==> src/rtl/cbt_pkg.sv <==
package cbt_pkg;
   typedef enum logic [1:0] {
      CS_BOTH = 2'd0,
      CS_LOW_ONLY = 2'd1,
      CS_HIGH_ONLY = 2'd2
   } cs_mode_e;
endpackage

==> src/rtl/cbt_sync.sv <==
module cbt_sync #(
   parameter int STAGES = 2,
   parameter bit RST_VAL = 1'b0
) (
   input  logic clk,
   input  logic arst_n,
   input  logic d,
   output logic q
);
   logic [STAGES-1:0] chain;

   generate
      if (STAGES < 2) begin : g_bad
         $error("cbt_sync: STAGES must be at least 2");
      end
   endgenerate

   always_ff @(posedge clk or negedge arst_n) begin
      if (!arst_n) chain <= {STAGES{RST_VAL}};
      else         chain <= {chain[STAGES-2:0], d};
   end

   assign q = chain[STAGES-1];
endmodule

==> src/rtl/cbt_strobe_front.sv <==
module cbt_strobe_front
   import cbt_pkg::*;
#(
   parameter int SYNC_STAGES = 2,
   parameter cs_mode_e CS_MODE = CS_BOTH
) (
   input  logic clk,
   input  logic arst_n,
   input  logic wr_n,
   input  logic rd_n,
   input  logic cs_n,
   input  logic cs,
   output logic wr_rise,
   output logic rd_active,
   output logic chip_sel
);
   logic wr_s, rd_s, wr_prev;

   cbt_sync #(.STAGES(SYNC_STAGES), .RST_VAL(1'b1)) u_wr_sync (
      .clk(clk), .arst_n(arst_n), .d(wr_n), .q(wr_s));
   cbt_sync #(.STAGES(SYNC_STAGES), .RST_VAL(1'b1)) u_rd_sync (
      .clk(clk), .arst_n(arst_n), .d(rd_n), .q(rd_s));

   always_ff @(posedge clk or negedge arst_n) begin
      if (!arst_n) wr_prev <= 1'b1;
      else         wr_prev <= wr_s;
   end

   assign wr_rise   = wr_s & ~wr_prev;
   assign rd_active = ~rd_s;

   generate
      if (CS_MODE == CS_LOW_ONLY) begin : g_cs_low
         assign chip_sel = ~cs_n;
      end else if (CS_MODE == CS_HIGH_ONLY) begin : g_cs_high
         assign chip_sel = cs;
      end else begin : g_cs_both
         assign chip_sel = ~cs_n & cs;
      end
   endgenerate
endmodule

==> src/rtl/cbt_busy_engine.sv <==
module cbt_busy_engine #(
   parameter int DATA_W = 8,
   parameter int BUSY_CYCLES = 16
) (
   input  logic              clk,
   input  logic              arst_n,
   input  logic              srst,
   input  logic              take,
   input  logic [DATA_W-1:0] din,
   output logic              busy,
   output logic              ovr,
   output logic              vld,
   output logic [DATA_W-1:0] dout
);
   localparam int CNT_W = (BUSY_CYCLES > 1) ? $clog2(BUSY_CYCLES) : 1;
   localparam logic [CNT_W-1:0] CNT_LOAD = CNT_W'(BUSY_CYCLES - 1);

   logic [CNT_W-1:0]  cnt;
   logic [DATA_W-1:0] hold;

   generate
      if (BUSY_CYCLES < 1) begin : g_bad
         $error("cbt_busy_engine: BUSY_CYCLES must be at least 1");
      end
   endgenerate

   always_ff @(posedge clk or negedge arst_n) begin
      if (!arst_n) begin
         busy <= 1'b0;
         ovr  <= 1'b0;
         vld  <= 1'b0;
         cnt  <= '0;
         hold <= '0;
         dout <= '0;
      end else if (srst) begin
         busy <= 1'b0;
         ovr  <= 1'b0;
         vld  <= 1'b0;
         cnt  <= '0;
         hold <= '0;
         dout <= '0;
      end else begin
         vld <= 1'b0;
         if (busy) begin
            if (take) ovr <= 1'b1;
            if (cnt == '0) begin
               busy <= 1'b0;
               vld  <= 1'b1;
               dout <= hold;
            end else begin
               cnt <= cnt - 1'b1;
            end
         end else if (take) begin
            busy <= 1'b1;
            hold <= din;
            cnt  <= CNT_LOAD;
         end
      end
   end
endmodule

==> src/rtl/cfg_byte_target.sv <==
module cfg_byte_target
   import cbt_pkg::*;
#(
   parameter int DATA_W = 8,
   parameter int SYNC_STAGES = 2,
   parameter int BUSY_CYCLES = 16,
   parameter cs_mode_e CS_MODE = CS_BOTH
) (
   input  logic              clk,
   input  logic              cfg_n,
   input  logic              status_n_in,
   output logic              status_oe,
   input  logic              cs_n,
   input  logic              cs,
   input  logic              wr_n,
   input  logic              rd_n,
   input  logic [DATA_W-1:0] data_i,
   output logic [DATA_W-1:0] bus_o,
   output logic [DATA_W-1:0] bus_oe,
   output logic              rdy,
   output logic              overrun,
   output logic              byte_valid,
   output logic [DATA_W-1:0] byte_data
);
   localparam int FLAG_BIT = DATA_W - 1;
   localparam logic [DATA_W-1:0] FLAG_MASK = DATA_W'(1) << FLAG_BIT;

   generate
      if (DATA_W < 2) begin : g_bad_w
         $error("cfg_byte_target: DATA_W must be at least 2");
      end
   endgenerate

   logic cfg_s, stat_s, core_rst;
   logic wr_rise, rd_active, chip_sel, busy;

   cbt_sync #(.STAGES(SYNC_STAGES), .RST_VAL(1'b0)) u_cfg_sync (
      .clk(clk), .arst_n(cfg_n), .d(1'b1), .q(cfg_s));
   cbt_sync #(.STAGES(SYNC_STAGES), .RST_VAL(1'b0)) u_stat_sync (
      .clk(clk), .arst_n(cfg_n), .d(status_n_in), .q(stat_s));

   assign core_rst  = ~cfg_s | ~stat_s;
   assign status_oe = ~cfg_s;

   cbt_strobe_front #(.SYNC_STAGES(SYNC_STAGES), .CS_MODE(CS_MODE)) u_front (
      .clk(clk), .arst_n(cfg_n), .wr_n(wr_n), .rd_n(rd_n),
      .cs_n(cs_n), .cs(cs), .wr_rise(wr_rise),
      .rd_active(rd_active), .chip_sel(chip_sel));

   cbt_busy_engine #(.DATA_W(DATA_W), .BUSY_CYCLES(BUSY_CYCLES)) u_engine (
      .clk(clk), .arst_n(cfg_n), .srst(core_rst),
      .take(wr_rise & chip_sel), .din(data_i),
      .busy(busy), .ovr(overrun), .vld(byte_valid), .dout(byte_data));

   assign rdy    = ~busy & ~core_rst;
   assign bus_oe = rd_active ? FLAG_MASK : '0;
   assign bus_o  = rdy ? FLAG_MASK : '0;
endmodule

==> config.mk <==
export PLATFORM = sky130hd
export DESIGN_NAME = cfg_byte_target
export DESIGN_NICKNAME = d
export VERILOG_FILES = /design/src/rtl/cbt_pkg.sv /design/src/rtl/cbt_sync.sv /design/src/rtl/cbt_strobe_front.sv /design/src/rtl/cbt_busy_engine.sv /design/src/rtl/cfg_byte_target.sv
export SDC_FILE = /design/constraint.sdc
export NUM_CORES = 1
export LEC_CHECK = 0
export BUFFER_PORTS_ARGS = -buffer_cell sky130_fd_sc_hd__buf_2
export CAP_MARGIN = 20
export CORE_MARGIN = 8
export CORE_UTILIZATION = 52
export CTS_BUF_LIST = sky130_fd_sc_hd__clkbuf_8
export CTS_CLUSTER_DIAMETER = 120
export DETAILED_ROUTE_END_ITERATION = 10
export PLACE_DENSITY = 0.81
export SETUP_SLACK_MARGIN = 0.02
export SLEW_MARGIN = 20
export SYNTH_ARGS = -nofsm -noshare
export SYNTH_HDL_FRONTEND = slang
export SYNTH_SLANG_ARGS = --single-unit
export TNS_END_PERCENT = 1
==> constraint.sdc <==
create_clock -name clk -period 1.6 [get_ports clk]
set_input_delay 0.08 -clock clk [delete_from_list [all_inputs] [get_ports clk]]
set_output_delay 0.08 -clock clk [all_outputs]
set_load 0.01 [all_outputs]
### Word-level counts from Yosys, hierarchy flattened

Index checks and enable logic that the tools add are counted.

* flip-flop bits (word level): 32
* latch bits: 0
* RAM bits: 0
* bits in read-only memories: 0
* input bits: 15
* output and inout port bits: 28
* logic and storage cells: 56
* memories: 0

* add/sub/neg operators: 1
* multipliers: 0
* div/mod/pow operators: 0
* order comparisons: 0
* equality and inequality tests: 2
* shift-type cells: 0
* multiplexer cells: 22
* bitwise logic cells: 11
* reduce and logical (&&, ||, !) cells: 9

Operators with widths (count)
* $mux 8: 8
* $mux 4: 4
* $mux 1: 10
* $reduce_and 2->1: 4
* $not 1->1: 6
* $reduce_bool 2->1: 3
* $and 1x1->1: 4
* $logic_not 4->1: 1
* $sub 4x1->4 const B: 1
* $ne 3x3->1 const B: 1
* $reduce_bool 3->1: 1
* $ne 2x2->1 const B: 1
* $or 1x1->1: 1

### Longest topological paths before layout

Gate-level depths: netlist of run 1.

* depth after elaboration: 6
* mapped depth: 6
* depth with buffers taken out: 5

### Cells and area by module

From an unflattened synthesis of run 1, not the netlist that was laid out.

* cells, all modules: 139
* area, all modules: 1435.1 µm²

By module, submodules not included
* cbt_busy_engine: instances 1, cells each 105, area an instance 1022.2 µm², sequential area each 575.6 µm²
* cfg_byte_target: instances 1, cells each 22, area an instance 150.1 µm², sequential area each 0.0 µm²
* cbt_sync (u_front.u_rd_sync ...): instances 2, cells each 2, area an instance 52.6 µm², sequential area each 52.6 µm²
* cbt_sync (u_cfg_sync ...): instances 2, cells each 2, area an instance 50.0 µm², sequential area each 50.0 µm²
* cbt_strobe_front: instances 1, cells each 4, area an instance 57.6 µm², sequential area each 26.3 µm²

### Least setup slack after synthesis of run 1

Ideal clock, no wire load.

* kind: register to register
* start: register u_engine.cnt[0]
* end: register u_engine.cnt[0]
* library setup time: 124 ps
* arrival: 1109 ps
* data required time: 1476 ps
* slack: 368 ps
* cell stages (with the launch flop): 7
* path buffers: 1
* clock period less this slack: 1232 ps
* path through: dfrtp_1 > inv_1 > ha_1 > nand4bb_1 > buf_4 > o21ai_2 > a21oi_1

* cells in the longest elaborated chain, start to end: 4
* elaborated cells between the ends (all ways): 7
* classes of those cells: add/sub (1); eq/ne (1); mux (3); reduce/logical (2)

Ends and longest elaborated chain
* from (decl): RTL line cbt_busy_engine.sv:18 `logic [CNT_W-1:0] cnt;`
* from (signal assigned): RTL line cbt_busy_engine.sv:51 `cnt <= cnt - 1'b1;`
* $sub 4x1->4: RTL line cbt_busy_engine.sv:51
* $mux 4: RTL line cbt_busy_engine.sv:46 `if (cnt == '0) begin`
* $mux 4: RTL line cbt_busy_engine.sv:44 `if (busy) begin`
* $mux 4: RTL line cbt_busy_engine.sv:35 `end else if (srst) begin`

Several ways; a longest one is shown, not always the timed one. The select of a mux whose other input is x is not followed.
A chain may end at the register's enable or synchronous reset.

### Worst setup path after layout of run 1

* start: register u_front.u_wr_sync.chain[1]
* end: register u_engine.cnt[1]

* cells in the longest elaborated chain, start to end: 4

Ends and longest elaborated chain
* from (decl): RTL line cbt_sync.sv:10 `logic [STAGES-1:0] chain;`
* from (signal assigned): RTL line cbt_sync.sv:19 `if (!arst_n) chain <= {STAGES{RST_VAL}};`
* from (signal assigned): RTL line cbt_sync.sv:20 `else chain <= {chain[STAGES-2:0], d};`
* $and 1x1->1: RTL line cbt_strobe_front.sv:29 `assign wr_rise = wr_s & ~wr_prev;`
* $and 1x1->1: RTL line cfg_byte_target.sv:52 `.take(wr_rise & chip_sel), .din(data_i),`
* $reduce_bool 3->1 (no source line)
* $reduce_and 2->1 (no source line)

Every way passes these cells.

==> results.py, run 1 <==
metrics = {
    "floorplanning": {
        "dieArea_um2": 4640,
        "coreArea_um2": 2660,
        "placementRows": 19,
        "initial_utilization_pct": 53.1,
        "die_x_um": 68.1,
        "die_h_um": 68.1,
        "io_pins": 43,
    },
    "detailed_routing": {
        "drc": 0,
        "viasPerCell": 5.14,
        "dr.pass1.iters": 4,
        "drt_iter0_markers": 33,
        "dr_wl_met2_mm": 1.34,
        "ant_nets": 0,
        "highest_layer": "met4",
        "routed_wl_mm": 2.83,
        "via_count": 1028,
        "dr_wl_met3_um": 287,
        "wl_met1_mm": 1.16,
        "wl_per_cell_um": 14.2,
    },
    "clock_tree": {
        "numClockSinks": 32,
        "worst_skew_pair.late_latency_ns": 0.28,
        "clock_path_buffers": 2,
        "numCtsBuffers": 5,
        "hold_buffers": 4,
        "cts_tree": "yes",
        "cts_setup_buffers": 0,
        "cts_resized": 0,
        "clkTransAtPathRegs_ns": 0.06,
        "htreeDepth": 2,
        "root_buffer": "clkbuf_8",
    },
    "setup_path": {
        "cp_data_required_time_ns": 1.80,
        "critical_path.cell_chain": "and4bb_1 > o21ai_2 > a21oi_1",
        "crit_type": "reg -> reg",
        "startpoint": "u_front.u_wr_sync.chain[1]",
        "start_kind": "flip-flop",
        "path_buf_inv": 0,
        "critical_path.max_fanout": 12,
        "worstSetupEndpointType": "flip-flop",
        "r2r-end": "u_engine.cnt[1]",
        "reg2reg_setup_slack_ns": 0.16,
        "cp_top_family": "flip-flops",
        "worst_r2r_path_depth": 3,
        "arrival_ns": 1.63,
        "rr_startpoint": "u_front.u_wr_sync.chain[1]",
        "max_stage_delay_ns": 0.54,
        "cp_slowest_cell": "dfstp_2",
    },
    "power": {
        "leakage_uw": 0.000783,
        "vdd_drop_max_mv": 0.851,
        "powerDensity_nw_per_um2": 971,
        "power_uw": 1600,
    },
    "timing": {
        "tns_ns": 0,
        "rsz0062_at_grt": "no",
        "period_share_pct": 89.8,
        "fin_hold_ws_ns": 0.0585,
        "fin_crit_ns": 1.44,
        "clock_skew_ns": 0.00250,
        "worst_pin_slew_ns": 0.676,
        "clock.fmax_ghz": 0.696,
        "timing.slew.headroom_pct": 54.9,
        "finalHoldViolCount": 0,
        "setup_viol": 0,
        "final_max_slew_viol_count": 0,
    },
    "finish": {
        "area_delta_synth_final_pct": 16.8,
        "finalNetCount": 184,
        "drive_gt1_share_pct": 27.8,
        "fill_cells": 220,
        "utilization_pct": 62.0,
        "fin_area_um2": 1650,
        "num_antenna_cells": 0,
    },
    "synthesis": {
        "yosysMostFrequentCell": "dfrtp_1",
        "yosysTopAreaCellShare_pct": 47.8,
        "yosysTopAreaCell": "dfrtp_1",
        "synth-warning-count": 0,
        "synth.avg_cell_area_um2": 10.5,
        "ys_types": 25,
        "synth-edff-count": 0,
        "synth_common_cells": "dfrtp_1, a21oi_1, nand2_1",
        "synth-async-reset-ratio_pct": 100,
        "ys_seq_area_share_pct": 57.1,
        "synth_area_um2": 1410,
        "synthTopCellsByArea": "dfrtp_1, dfstp_2, buf_4, a21oi_1, nand2_1",
        "synth_top_flop_cell": "dfrtp_1",
        "synth_cells": 135,
        "synth-seq-cells": 32,
    },
    "global_route": {
        "grt_max_degree": 33,
        "grt_pass1_wl_mm": 4.35,
        "overflow": 0,
        "grtUsageTotal_pct": 12.7,
        "grt_antenna_before_repair": 0,
        "grt_pass1_vias": 1036,
    },
    "flow_run": {
        "max_cap_violations": 0,
    },
    "placed_design": {
        "port_buffers": 28,
        "hpwl_mm": 2.02,
        "place.gp.congestion": 0.760,
        "placed_cell_area_um2": 1510,
    },
    "hold_path": {
        "hold_path.startpoint": "data_i[1]",
        "holdPathEnd": "u_engine.hold[1]",
        "min_path_type": "in -> reg",
        "min_path_cells": 3,
    },
    "status": {
        "status": "finished clean",
    },
}
## cell usage in the layout (no fill, tap or decap)
master,synthesis,layout
conb_1,2,15
ha_1,1,1
nand2_1,19,19
a31o_2,2,2
nand3b_1,8,8
nand4bb_1,2,2
dfrtp_1,27,27
nor3_1,1,1
clkbuf_8,0,7
buf_4,17,4
dlygate4sd3_1,0,4
nor2_1,4,4
nand4b_1,1,1
buf_2,2,28
nand2b_1,1,1
dfstp_2,5,5
o21ai_0,8,8
o21bai_1,1,1
inv_1,4,5
mux2i_1,1,1
nor3b_1,1,1
o21ai_2,1,1
and4bb_1,2,2
a21oi_1,20,20
a31oi_1,1,1
## sequential cells by signal, summed over array words and instances (netlist names)
register	flops
u_engine.ovr	1
u_engine.dout	8
u_stat_sync.chain	2
u_engine.busy	1
u_engine.vld	1
u_engine.hold	8
u_engine.cnt	4
u_front.u_rd_sync.chain	2
u_front.u_wr_sync.chain	2
u_cfg_sync.chain	2
u_front.wr_prev	1
## worst reg2reg max path: cells and delay by family (launching register included)
kind | cells | cell delay, ns
flip-flops | 1 | 0.54
AO/OA/AOI/OAI | 2 | 0.32
AND/OR/NAND/NOR | 1 | 0.49
## how the worst max path moves through the flow
| stage | cells after the start | slack, ns | endpoint |
|---|---|---|---|
| floorplan | 6 | 0.37 | u_engine.cnt[0] |
| global placement | 3 | 0.25 | u_engine.cnt[0] |
| detailed placement | 3 | 0.19 | u_engine.cnt[1] |
| CTS | 3 | 0.16 | u_engine.cnt[1] |
| global route | 5 | 0.06 | u_engine.dout[0] |
| finish | 3 | 0.16 | u_engine.cnt[1] |
## layout make-up
| class | instances | area, um2 | area share (%) |
|---|---|---|---|
| multi-input cells | 89 | 480 | 29.1 |
| clock buffers | 7 | 96.3 | 5.83 |
| clock inverters | 1 | 3.75 | 0.227 |
| inverters | 4 | 15.0 | 0.909 |
| repair buffers | 36 | 210 | 12.7 |
| flip-flops and latches | 32 | 807 | 48.9 |
| well taps | 31 | 38.8 | 2.35 |
## metrics by stage
step,cells,worst slack [ns]
global route,200,0.0616
detailed placement,188,0.186
floorplan,148,0.368
CTS,200,0.163
global placement,188,0.251
finish,200,0.163
## per-layer routing
| metal | up-vias | global-route usage [%] |
|---|---|---|
| met5 | - | 0 |
| met4 | 0 | 6.14 |
| met3 | 5 | 6.06 |
| met2 | 48 | 20.8 |
| met1 | 487 | 13.5 |
| li1 | 488 | - |
## kinds of logic after synthesis
group	share of synthesized area, %
multiplexers	0.708
flip-flops	57.1
AND/OR/NAND/NOR	15.7
other	0.531
adder cells (fa/ha/maj)	0.885
buffers and inverters	12.4
AO/OA/AOI/OAI	12.7
## report_power, final
part	internal, uW	switching [uW]	total, uW
Combinational	38.5	66.7	105
Sequential	830	7.93	838
Clock	385	275	661
Total	1250	350	1600
Power figures use the tool's default switching activity.
==> inputs of run 2 (changes only) <==
--- a/config.mk
+++ b/config.mk
@@ -7,12 +7,12 @@
 export LEC_CHECK = 0
 export BUFFER_PORTS_ARGS = -buffer_cell sky130_fd_sc_hd__buf_2
 export CAP_MARGIN = 20
-export CORE_MARGIN = 8
 export CORE_UTILIZATION = 52
 export CTS_BUF_LIST = sky130_fd_sc_hd__clkbuf_8
 export CTS_CLUSTER_DIAMETER = 120
 export DETAILED_ROUTE_END_ITERATION = 10
 export PLACE_DENSITY = 0.81
+export RECOVER_POWER = 25
 export SETUP_SLACK_MARGIN = 0.02
 export SLEW_MARGIN = 20
 export SYNTH_ARGS = -nofsm -noshare
==> results.py, run 2 (synthesized netlist as in run 1, its figures left out) <==
metrics = {
    "detailed_routing": {
        "wl_per_cell_um": 13.1,
        "viasPerCell": 5.18,
        "ant_nets": 0,
        "dr.pass1.iters": 5,
        "drt_iter0_markers": 23,
        "via_count": 1030,
        "routed_wl_mm": 2.61,
        "drc": 0,
    },
    "floorplanning": {
        "dieArea_um2": 2930,
        "die_x_um": 54.1,
        "initial_utilization_pct": 56.1,
        "coreArea_um2": 2520,
        "io_pins": 43,
        "placementRows": 18,
        "die_h_um": 54.1,
    },
    "clock_tree": {
        "numClockSinks": 32,
        "clock_path_buffers": 2,
        "clkTransAtPathRegs_ns": 0.07,
        "worst_skew_pair.late_latency_ns": 0.28,
        "cts_resized": 0,
        "numCtsBuffers": 5,
        "cts_tree": "yes",
        "htreeDepth": 2,
        "root_buffer": "clkbuf_8",
    },
    "power": {
        "leakage_uw": 0.000765,
        "seq_power_share_pct": 46.8,
        "comb_power_share_pct": 5.9,
        "clockPowerShare_pct": 47.3,
        "internal-power_uw": 1420,
        "swShare_pct": 20.7,
        "p_sw_uw": 369,
        "powerDensity_nw_per_um2": 1070,
        "vdd_drop_max_mv": 0.797,
    },
    "setup_path": {
        "arrival_ns": 1.62,
        "max_stage_delay_ns": 0.40,
        "crit_type": "reg -> reg",
        "startpoint": "u_engine.cnt[0]",
        "critical_path.max_fanout": 10,
        "cp_data_required_time_ns": 1.76,
        "rr_startpoint": "u_engine.cnt[0]",
        "worst_r2r_path_depth": 6,
        "cp_slowest_cell": "dfrtp_1",
        "reg2reg_setup_slack_ns": 0.14,
        "crit_end": "u_engine.cnt[0]",
        "worstSetupEndpointType": "flip-flop",
        "start_kind": "flip-flop",
        "critical_path.cell_chain": "inv_1 > ha_1 > nand4bb_1 > buf_4 > o21ai_2 > a21oi_1",
        "r2r-end": "u_engine.cnt[0]",
    },
    "placed_design": {
        "hpwl_mm": 1.79,
        "port_buffers": 28,
        "place.gp.congestion": 0.811,
    },
    "finish": {
        "area_delta_synth_final_pct": 18.1,
        "num_antenna_cells": 0,
        "largest_registers": "u_engine.dout x8, u_engine.hold x8, u_engine.cnt x4",
        "most-common-layout-cells": "dfrtp_1, buf_2, a21oi_1, nand2_1, conb_1",
        "finalNetCount": 184,
        "drive_gt1_share_pct": 24.3,
        "mostFrequentLayoutCell": "dfrtp_1",
        "utilization_pct": 66.2,
        "fill_cells": 198,
    },
    "global_route": {
        "grt_max_degree": 33,
        "gr-usage-met3_pct": 8.76,
        "grt_use_met1_pct": 23.6,
        "grt_antenna_before_repair": 0,
        "grt_pass1_wl_mm": 3.86,
        "overflow": 0,
        "grtUsageTotal_pct": 19.8,
        "grt_pass1_vias": 876,
        "busiest_layer": "met2",
        "grtUsageMet2_pct": 30.7,
    },
    "timing": {
        "clock.fmax_ghz": 0.685,
        "setup_viol": 0,
        "clock_skew_ns": 0.00501,
        "final_max_slew_viol_count": 0,
        "timing.slew.headroom_pct": 49.3,
        "worst_pin_slew_ns": 0.761,
        "finalHoldViolCount": 0,
        "rsz0062_at_grt": "no",
        "tns_ns": 0,
        "period_share_pct": 91.2,
        "fin_crit_ns": 1.46,
    },
    "hold_path": {
        "min_path_type": "in -> reg",
    },
    "status": {
        "status": "finished clean",
    },
    "flow_run": {
        "max_cap_violations": 0,
    },
}
==> run 2: cell count changes in the layout (fill, tap and decap cells not counted), sizes merged <==
cell	change
buf	-7
clkbuf	+7
bufinv	+1
inv	-1
==> run 2: repair_timing <==
item	4_1_cts	5_1_grt
setup buffers	0	0
hold buffers	4	0
endpoints found under the hold margin	30	0
==> run 2: area by class of cell <==
class	instances	area, um2	area share [%]
sequential	32	807	48.4
multi-input combinational	89	480	28.8
timing repair buffer	36	203	12.1
clock buffer	7	96.3	5.77
tap	30	37.5	2.25
clock inverter	1	30.0	1.80
inverter	4	15.0	0.900
==> run 2: worst min path at each step <==
stage | slack, ns | cells past startpoint | to | from
after floorplan | -0.22 | 0 | u_cfg_sync.chain[0] | cfg_n
after global placement | 0.15 | 1 | u_engine.ovr | cfg_n
after detailed placement | 0.16 | 1 | u_engine.ovr | cfg_n
after CTS | 0.04 | 3 | u_engine.hold[4] | data_i[4]
after global routing | 0.05 | 3 | u_engine.hold[4] | data_i[4]
final | 0.06 | 3 | u_engine.hold[4] | data_i[4]
==> run 2: worst max-delay path, delay by kind of cell, from the launching register on <==
kind	cells	cell delay, ns
buffers and inverters	2	0.31
DFF	1	0.40
AOI/OAI and AO/OA	2	0.20
adders and majority gates	1	0.24
and+or+nand+nor	1	0.19
==> run 2: metal layers <==
| metal | part of all wire, % | vias up | wire [um] |
|---|---|---|---|
| li1 | - | 485 | - |
| met1 | 42 | 499 | 1090 |
| met2 | 51 | 42 | 1330 |
| met3 | 6.3 | 4 | 165 |
| met4 | 1.1 | 0 | 28 |
| met5 | 0 | - | 0 |
==> run 2: stage by stage <==
stage / total power (uW) / hold slack, ns / worst slack [ns] / cell area [um2] / cells
2_1_floorplan: 928 / -0.216 / 0.368 / 1460 / 148
3_3_place_gp: 944 / 0.145 / 0.268 / 1510 / 187
3_5_place_dp: 948 / 0.159 / 0.166 / 1510 / 187
4_1_cts: 1800 / 0.0447 / 0.158 / 1680 / 199
5_1_grt: 1840 / 0.0540 / 0.0727 / 1670 / 199
6_report: 1790 / 0.0562 / 0.141 / 1670 / 199
==> run 2: power by group through the flow <==
stage                     registers [uW]  clock network [uW]  logic, uW
after floorplan                      849                   0       79.3
after global placement               850                   0       94.0
after detailed placement             851                   0       97.2
after CTS                            836                 860        105
after global routing                 837                 885        119
final                                836                 845        105
==> inputs of run 3 (changes only) <==
--- a/config.mk
+++ b/config.mk
@@ -7,11 +7,11 @@
 export LEC_CHECK = 0
 export BUFFER_PORTS_ARGS = -buffer_cell sky130_fd_sc_hd__buf_2
 export CAP_MARGIN = 20
-export CORE_UTILIZATION = 52
-export CTS_BUF_LIST = sky130_fd_sc_hd__clkbuf_8
+export CORE_UTILIZATION = 50
+export CTS_BUF_LIST = sky130_fd_sc_hd__clkbuf_16
 export CTS_CLUSTER_DIAMETER = 120
 export DETAILED_ROUTE_END_ITERATION = 10
-export PLACE_DENSITY = 0.81
+export PLACE_DENSITY = 0.85
 export RECOVER_POWER = 25
 export SETUP_SLACK_MARGIN = 0.02
 export SLEW_MARGIN = 20
==> results.py, run 3 (synthesized netlist as in run 1, its figures left out) <==
metrics = {
    "status": {
        "status": "finished clean",
    },
    "timing": {
        "period_share_pct": 88.7,
        "timing.slew.headroom_pct": 48.8,
        "fin_ws_ns": 0.181,
        "clock_skew_ns": 0.00693,
        "tns_ns": 0,
        "fin_crit_ns": 1.42,
        "clock.fmax_ghz": 0.705,
        "setup_viol": 0,
        "rsz0062_at_grt": "no",
        "worst_pin_slew_ns": 0.768,
        "final_max_slew_viol_count": 0,
        "finalHoldViolCount": 0,
    },
    "detailed_routing": {
        "wl_per_cell_um": 13.2,
        "viasPerCell": 5.24,
        "dr.pass1.iters": 4,
        "drt_iter0_markers": 18,
        "routed_wl_mm": 2.62,
        "ant_nets": 0,
        "drc": 0,
        "via_count": 1038,
    },
    "floorplanning": {
        "initial_utilization_pct": 55.1,
        "dieArea_um2": 3040,
        "io_pins": 43,
        "die_x_um": 55.2,
        "die_h_um": 55.2,
        "coreArea_um2": 2570,
        "placementRows": 18,
    },
    "finish": {
        "largest_registers": "u_engine.dout x8, u_engine.hold x8, u_engine.cnt x4",
        "num_antenna_cells": 0,
        "mostFrequentLayoutCell": "dfrtp_1",
        "area_delta_synth_final_pct": 18.2,
        "drive_gt1_share_pct": 22.0,
        "utilization_pct": 65.1,
        "fin_area_um2": 1670,
        "finalNetCount": 183,
        "most-common-layout-cells": "dfrtp_1, a21oi_1, buf_2, nand2_1, conb_1",
    },
    "flow_run": {
        "max_cap_violations": 0,
    },
    "setup_path": {
        "reg2reg_setup_slack_ns": 0.18,
        "rr_startpoint": "u_engine.cnt[0]",
        "cp_slowest_cell": "dfrtp_1",
        "start_kind": "flip-flop",
        "critical_path.cell_chain": "inv_1 > ha_1 > and4bb_1 > nand2_1 > a21oi_1",
        "max_stage_delay_ns": 0.39,
        "worst_r2r_path_depth": 5,
        "arrival_ns": 1.62,
        "cp_data_required_time_ns": 1.80,
        "worstSetupEndpointType": "flip-flop",
        "critical_path.max_fanout": 8,
        "crit_type": "reg -> reg",
        "r2r-end": "u_engine.dout[7]",
    },
    "global_route": {
        "grtUsageTotal_pct": 19.8,
        "overflow": 0,
        "grt_max_degree": 33,
        "grt_pass1_vias": 880,
        "grt_pass1_wl_mm": 3.91,
        "grt_antenna_before_repair": 0,
    },
    "clock_tree": {
        "clkTransAtPathRegs_ns": 0.05,
        "worst_skew_pair.late_latency_ns": 0.28,
        "clock_path_buffers": 2,
        "root_buffer": "clkbuf_16",
        "numClockSinks": 32,
        "htreeDepth": 2,
        "numCtsBuffers": 5,
        "cts_tree": "yes",
    },
    "placed_design": {
        "place.gp.congestion": 0.777,
        "hpwl_mm": 1.67,
        "port_buffers": 28,
        "place_ws_ns": 0.188,
        "placed_cell_area_um2": 1500,
    },
    "power": {
        "vdd_drop_max_mv": 0.916,
        "leakage_uw": 0.000768,
        "powerDensity_nw_per_um2": 1080,
    },
    "hold_path": {
        "min_path_type": "in -> reg",
        "holdPathEnd": "u_engine.hold[6]",
        "hold_path.startpoint": "data_i[6]",
        "min_path_cells": 3,
    },
}
-- run 3: cell count changes in the layout (fill, tap and decap cells not counted), sizes merged --
cell	change
inv	+2
buf	-2
clkbuf	-1
clkinv	+1
bufinv	-1
-- run 3: area by class of cell --
cell class,count,area [um2]
Clock buffer,5,125
Clock inverter,3,12.5
Fill cell,211,896
Inverter,4,15.0
Multi-Input combinational cell,89,480
Sequential cell,32,807
Tap cell,30,37.5
Timing Repair Buffer,35,194
-- run 3: power by group --
group          total, uW  internal (uW)  switching (uW)  leakage, uW
combinational        102           36.8            65.2     0.000273
clock                873            559             313    0.0000762
sequential           838            831            7.45     0.000419
-- run 3: worst max-delay path by stage --
stage                    startpoint          endpoint  slack, ns  cells after the start
floorplan           u_engine.cnt[0]   u_engine.cnt[0]       0.37                      6
global placement    u_engine.cnt[0]  u_engine.dout[5]       0.27                      5
detailed placement  u_engine.cnt[0]   u_engine.cnt[1]       0.19                      6
CTS                 u_engine.cnt[0]   u_engine.cnt[0]       0.18                      6
global route        u_engine.cnt[0]  u_engine.dout[7]       0.03                      5
finish              u_engine.cnt[0]  u_engine.dout[7]       0.18                      5
-- run 3: stage by stage --
| stage | instances | hold slack, ns | power, uW |
|---|---|---|---|
| global placement | 186 | 0.143 | 942 |
| CTS | 198 | 0.0620 | 1830 |
| detailed placement | 186 | 0.167 | 946 |
| finish | 198 | 0.0602 | 1810 |
| floorplan | 148 | -0.216 | 928 |
| global route | 198 | 0.0655 | 1880 |
-- run 3: repair_timing --
action                    CTS  global route
hold endpoints to repair   30             0
buffers inserted            0             0
hold buffers                4             0
resized for setup           0             0
-- run 3: metal layers --
layer  wire length [um]  vias up  global-route usage (%)
li1                   -      489                       -
met1               1150      505                    23.2
met2               1270       37                    31.1
met3                154        7                    9.02
met4                 44        0                    8.75
met5                  0        -                       0
-- run 3: critical path, delay by kind of cell, from the launching register on --
kind	cells	cell delay, ns
flops	1	0.39
compound gates	1	0.15
buf+inv	1	0.08
simple gates	2	0.48
fa+ha+maj	1	0.24
